$ cat src/rtl/spi_byte_pkg.sv
`timescale 1ns/1ps
package spi_byte_pkg;

  localparam logic ADDR_DATA = 1'b0;
  localparam logic ADDR_STAT = 1'b1;

  typedef struct packed {
    logic softSelVal;
    logic softSelMgmt;
    logic outDisable;
    logic master;
    logic enable;
  } cfg_t;

  typedef struct packed {
    logic loadShift;
    logic sampleBit;
    logic shiftBit;
    logic capture;
    logic srcMaster;
  } strobes_t;

endpackage

$ cat src/rtl/spi_byte_ctrl.sv
`timescale 1ns/1ps
module spi_byte_ctrl
  import spi_byte_pkg::*;
#(
  parameter int DATA_W  = 8,
  parameter int CLK_DIV = 4
) (
  input  logic       clk,
  input  logic       rstN,
  input  logic       busSel,
  input  logic       busWr,
  input  logic       busAddr,
  input  logic [4:0] cfgWdata,
  input  logic       sckI,
  input  logic       ssPinN,
  output strobes_t   stb,
  output cfg_t       cfgQ,
  output logic       flagQ,
  output logic       seenQ,
  output logic       busyQ,
  output logic       sckO,
  output logic       slvActive
);

  localparam int PH_W  = (CLK_DIV > 2) ? $clog2(CLK_DIV) : 1;
  localparam int HALF  = CLK_DIV / 2;
  localparam int CNT_W = $clog2(DATA_W);
  localparam logic [PH_W-1:0]  PH_RISE = PH_W'(HALF - 1);
  localparam logic [PH_W-1:0]  PH_FALL = PH_W'(CLK_DIV - 1);
  localparam logic [CNT_W-1:0] CNT_END = CNT_W'(DATA_W - 1);

  logic [PH_W-1:0]  phase;
  logic [CNT_W-1:0] bitCnt;
  logic             sckPrev;
  logic             dataAcc, dataWr, statRd, statWr, wrOk, startM;
  logic             selN, riseS, fallS, sampleM, shiftM;

  always_comb begin
    dataAcc   = busSel && (busAddr == ADDR_DATA);
    dataWr    = dataAcc && busWr;
    statRd    = busSel && !busWr && (busAddr == ADDR_STAT);
    statWr    = busSel && busWr && (busAddr == ADDR_STAT);
    wrOk      = dataWr && !(flagQ && !seenQ) && !busyQ;
    startM    = wrOk && cfgQ.enable && cfgQ.master;
    selN      = cfgQ.softSelMgmt ? cfgQ.softSelVal : ssPinN;
    slvActive = cfgQ.enable && !cfgQ.master && !selN;
    riseS     = slvActive && sckI && !sckPrev;
    fallS     = slvActive && !sckI && sckPrev;
    sampleM   = busyQ && (phase == PH_RISE);
    shiftM    = busyQ && (phase == PH_FALL);
    stb.loadShift = wrOk;
    stb.sampleBit = sampleM || riseS;
    stb.shiftBit  = shiftM || fallS;
    stb.capture   = (shiftM || fallS) && (bitCnt == CNT_END);
    stb.srcMaster = cfgQ.master;
  end

  always_ff @(posedge clk or negedge rstN) begin
    if (!rstN) begin
      cfgQ <= '0;
    end else if (statWr) begin
      cfgQ <= cfgWdata;
    end
  end

  always_ff @(posedge clk or negedge rstN) begin
    if (!rstN) begin
      busyQ <= 1'b0;
      phase <= '0;
      sckO  <= 1'b0;
    end else if (!cfgQ.enable || !cfgQ.master) begin
      busyQ <= 1'b0;
      phase <= '0;
      sckO  <= 1'b0;
    end else if (startM) begin
      busyQ <= 1'b1;
      phase <= '0;
      sckO  <= 1'b0;
    end else if (busyQ) begin
      phase <= (phase == PH_FALL) ? '0 : phase + 1'b1;
      if (sampleM) sckO <= 1'b1;
      if (shiftM) begin
        sckO <= 1'b0;
        if (bitCnt == CNT_END) busyQ <= 1'b0;
      end
    end
  end

  always_ff @(posedge clk or negedge rstN) begin
    if (!rstN) begin
      bitCnt  <= '0;
      sckPrev <= 1'b0;
    end else begin
      sckPrev <= sckI;
      if (startM) begin
        bitCnt <= '0;
      end else if (stb.shiftBit) begin
        bitCnt <= (bitCnt == CNT_END) ? '0 : bitCnt + 1'b1;
      end else if (!cfgQ.master && !slvActive) begin
        bitCnt <= '0;
      end
    end
  end

  always_ff @(posedge clk or negedge rstN) begin
    if (!rstN) begin
      flagQ <= 1'b0;
      seenQ <= 1'b0;
    end else begin
      if (stb.capture) flagQ <= 1'b1;
      else if (dataAcc && seenQ) flagQ <= 1'b0;
      if (dataAcc && seenQ) seenQ <= 1'b0;
      else if (statRd && flagQ) seenQ <= 1'b1;
    end
  end

endmodule

$ cat src/rtl/spi_byte_dp.sv
`timescale 1ns/1ps
module spi_byte_dp
  import spi_byte_pkg::*;
#(
  parameter int DATA_W = 8
) (
  input  logic              clk,
  input  logic              rstN,
  input  strobes_t          stb,
  input  logic [DATA_W-1:0] wdata,
  input  logic              misoI,
  input  logic              mosiI,
  output logic [DATA_W-1:0] shiftQ,
  output logic [DATA_W-1:0] rxBufQ,
  output logic              serOut
);

  logic rxBit;
  logic serIn;
  logic [DATA_W-1:0] shiftNext;

  always_comb begin
    serIn     = stb.srcMaster ? misoI : mosiI;
    shiftNext = {shiftQ[DATA_W-2:0], rxBit};
    serOut    = shiftQ[DATA_W-1];
  end

  always_ff @(posedge clk or negedge rstN) begin
    if (!rstN) begin
      shiftQ <= '0;
      rxBit  <= 1'b0;
      rxBufQ <= '0;
    end else begin
      if (stb.loadShift) shiftQ <= wdata;
      else if (stb.shiftBit) shiftQ <= shiftNext;
      if (stb.sampleBit) rxBit <= serIn;
      if (stb.capture) rxBufQ <= shiftNext;
    end
  end

endmodule

$ cat src/rtl/spi_byte_port.sv
`timescale 1ns/1ps
module spi_byte_port
  import spi_byte_pkg::*;
#(
  parameter int DATA_W  = 8,
  parameter int CLK_DIV = 4
) (
  input  logic              clk,
  input  logic              rstN,
  input  logic              busSel,
  input  logic              busWr,
  input  logic              busAddr,
  input  logic [DATA_W-1:0] busWdata,
  output logic [DATA_W-1:0] busRdata,
  input  logic              sckI,
  output logic              sckO,
  output logic              sckOe,
  input  logic              mosiI,
  output logic              mosiO,
  output logic              mosiOe,
  input  logic              misoI,
  output logic              misoO,
  output logic              misoOe,
  input  logic              ssPinN
);

  localparam int PAD_W = DATA_W - 6;

  strobes_t          stb;
  cfg_t              cfgQ;
  logic              flagQ, seenQ, busyQ, slvActive, serOut;
  logic [DATA_W-1:0] shiftQ, rxBufQ;

  spi_byte_ctrl #(.DATA_W(DATA_W), .CLK_DIV(CLK_DIV)) ctrl_i (
    .clk(clk), .rstN(rstN), .busSel(busSel), .busWr(busWr), .busAddr(busAddr),
    .cfgWdata(busWdata[4:0]), .sckI(sckI), .ssPinN(ssPinN), .stb(stb),
    .cfgQ(cfgQ), .flagQ(flagQ), .seenQ(seenQ), .busyQ(busyQ), .sckO(sckO),
    .slvActive(slvActive)
  );

  spi_byte_dp #(.DATA_W(DATA_W)) dp_i (
    .clk(clk), .rstN(rstN), .stb(stb), .wdata(busWdata), .misoI(misoI),
    .mosiI(mosiI), .shiftQ(shiftQ), .rxBufQ(rxBufQ), .serOut(serOut)
  );

  always_comb begin
    mosiO    = serOut;
    misoO    = serOut;
    sckOe    = cfgQ.enable && cfgQ.master;
    mosiOe   = cfgQ.enable && cfgQ.master && !cfgQ.outDisable;
    misoOe   = slvActive && !cfgQ.outDisable;
    busRdata = (busAddr == ADDR_STAT) ? {flagQ, {PAD_W{1'b0}}, cfgQ} : rxBufQ;
  end

endmodule

$ cat config.mk
export PLATFORM = sky130hd
export DESIGN_NAME = spi_byte_port
export DESIGN_NICKNAME = d
export VERILOG_FILES = /design/src/rtl/spi_byte_pkg.sv /design/src/rtl/spi_byte_ctrl.sv /design/src/rtl/spi_byte_dp.sv /design/src/rtl/spi_byte_port.sv
export SDC_FILE = /design/constraint.sdc
export NUM_CORES = 1
export LEC_CHECK = 0
export ABC_CLOCK_PERIOD_IN_PS = 1750
export CORE_ASPECT_RATIO = 1.1
export CORE_MARGIN = 3
export CORE_UTILIZATION = 23
export CTS_CLUSTER_SIZE = 8
export DETAILED_ROUTE_END_ITERATION = 7
export GPL_ROUTABILITY_DRIVEN = 0
export PLACE_DENSITY = 0.53
export SYNTH_ARGS = -nofsm -noshare
export SYNTH_HDL_FRONTEND = slang
export SYNTH_SLANG_ARGS = --single-unit
$ cat constraint.sdc
create_clock -name clk -period 1.75 [get_ports clk]
set_input_delay 0.2625 -clock clk [delete_from_list [all_inputs] [get_ports clk]]
set_output_delay 0.2625 -clock clk [all_outputs]
set_load 0.01 [all_outputs]
==> impl_results.md <==
- Status: finished clean
- ANT nets after route: 0
- Post-Syn Area per Cell: 11.9 um2
- Pre-CTS setup slack: -248 ps
- Clk sinks: 32
- Top Ports: 31
- Final min period: 1710 ps
- Final critical-path share of the clock period: 97.5%
- Main synth FF type: dfrtp_1
- Overflow after GRT: 0
- CP max stage cell: clkdlybuf4s50_1
- Vias in the first global route: 1197
- All-layer global routing usage: 9.48%
- Initial cell density of the core: 24.2%
- Setup Viol. Count Final: 0
- Post-synth EDFFs: 0
- Register area share after synthesis: 49.3%
- Final nets: 204
- Pwr dens: 904 nW/um2
- Port bufs: 30
- Crit path kind: input pin to output pin
- Final slew viol count: 0
- CP startpoint kind: input pin
- Clock transition at path regs: 80 ps
- Worst R2R Path Depth: 5
- Setup ws final: 43.7 ps
- Root Driver: clkbuf_8
- # rows: 31
- Iteration-0 DRC Markers: 30
- Final Core Density: 32.7%
- Total CTS buffers: 5
- Static leakage: 1.09 nW
- Synth warn: 0
- Placed cell area: 2050 um2
- Yosys reg bits: 32
- Antenna violations before repair: 0
- Hold Buf Count CTS: 0
- Worst Path Max Fanout: 5
- Clk Latency, worst-skew pair: 290 ps
- Maximum VDD drop: 537 uV
- Synth Net Count: 157
- Most common cell after layout, fill and taps aside: dfrtp_1
- Clock Skew: 11.0 ps
- Filler instances: 705
- Cells after Synth: 136
- Worst path max stage delay: 470 ps
- RSZ-0062 raised after global routing: false
- ANT cells: 0
- DRT Wirelength: 3410 um
- Mapped Area: 1620 um2
- First-pass GRT wire length: 5920 um
- Vias per cell: 4.21
- Fmax: 0.586 GHz
- Vias after detailed routing: 1120
- Slew margin rel.: 72.7%
- TritonCTS clock tree: done
- H-tree levels: 2
- Hold crit path type: input pin to async pin
- Worst path arrival time: 1440 ps
- Area leader, netlist: dfrtp_1
- Die Ht: 94.1 um
- Synth top area share: 49.3%
- Worst Setup End Kind: output pin
- Most frequent cells in the layout: dfrtp_1, clkdlybuf4s50_1, nor2_1, buf_4
- Die Wd: 86.1 um
- Max-Cap Viols: 0
- CORE AREA: 6710 um2
- Req. time, crit path: 1490 ps
- Pin count of the biggest net entering global routing: 33
- Synth area leaders: dfrtp_1, mux2_2, mux2_4
- Total Die Area: 8110 um2
- Fin. Hold Viols: 0
- Drt drc: 0
- Worst-margin pin slew: 410 ps
- Asr flop ratio synth: 100%
- Deepest clock path buffer count: 2
- Finished Cell Area: 2190 um2
- Drt pass-1 iters: 4
- Number of unique standard cell types used by synthesis: 29
- Dpl hpwl: 2500 um
- Worst path cell trace: clkdlybuf4s50_1, buf_6, buf_12, mux2_2, buf_2
- Share of cells above drive strength 1: 31.5%
- Routed WL per cell: 12.8 um
- Area added between synthesis and finish: 35.1%
-- repair_timing --
item,in CTS,in global routing
resized for setup,26,4
pin swaps,1,0
endpoints found under the setup margin,11,3
setup buffers,3,1
-- area by class of cell --
cell class                 count  area [um2]  share of cell area [%]
sequential                    32         802                    36.6
clock buffer                   5        68.8                    3.14
multi-input combinational     95         752                    34.3
clock inverter                 3        42.5                    1.94
inverter                       3        11.3                   0.513
tap                           82         103                    4.68
timing repair buffer          46         414                    18.9
-- state kept, by name, summed over array words and instances (netlist names) --
name	count
ctrl_i.flagQ	1
dp_i.shiftQ	8
ctrl_i.sckPrev	1
ctrl_i.sckO	1
ctrl_i.phase	2
dp_i.rxBufQ	8
ctrl_i.bitCnt	3
ctrl_i.seenQ	1
ctrl_i.busyQ	1
dp_i.rxBit	1
ctrl_i.cfgQ	5
-- cell usage after synthesis, drive strengths merged (3+ instances only) --
master and instances:
a21oi 13, buf 6, dfrtp 32, ha 4, inv 3, mux2 21
mux2i 10, nand2 9, nand2b 6, nand3 4, nor2 15, nor2b 3
-- worst paths after layout --
kind | startpoint | end | slack, ps
worst max-delay path | busAddr | busRdata[0] | 40
worst min register to register | dp_i.rxBufQ[6]$_DFFE_PN0P_ | dp_i.rxBufQ[6]$_DFFE_PN0P_ | 510
min in group clk | sckI | ctrl_i.sckPrev$_DFF_PN0_ | 500
worst max register to register | ctrl_i.phase[0]$_DFFE_PN0P_ | dp_i.rxBufQ[3]$_DFFE_PN0P_ | 140
worst min-delay path | rstN | dp_i.rxBufQ[2]$_DFFE_PN0P_ | 370
max in group asynchronous | rstN | ctrl_i.cfgQ[1]$_DFFE_PN0P_ | 1060
-- through the flow --
stage	power (mW)	hold WS, ps	cells	setup TNS, ps
finish	1.98	370	266	0
global route	2.10	405	266	0
CTS	2.01	380	265	0
detailed placement	1.29	494	254	-4740
global placement	1.29	489	254	-4760
floorplan	1.11	-33.1	136	0
-- power by group --
part	internal [mW]	switching, mW
logic	0.225	0.155
clock network	0.421	0.285
registers	0.828	0.0700
total	1.47	0.510
-- critical path, delay by kind of cell --
kind                   cells  cell delay [ps]
buffers and inverters      4              850
multiplexers               1              320
-- routing by layer --
layer	part of all wire (%)	wire, um	vias to the layer above	GRT usage (%)
met3	4.4	151	6	2.81
met5	0	0	-	0
met1	46	1560	531	12.1
met4	1.4	47	0	3.17
met2	48	1650	21	15.2
li1	-	-	562	-
-- cell families (layout without fill, tap and decap cells) --
group / Yosys count / count (layout) / synth area share, %
flops: 32 / 32 / 49.3
buf+inv: 9 / 57 / 4.54
compound gates: 18 / 18 / 6.39
mux: 31 / 31 / 22.8
fa+ha+maj: 4 / 4 / 3.08
simple gates: 42 / 42 / 13.9
Power figures use the tool's default switching activity.
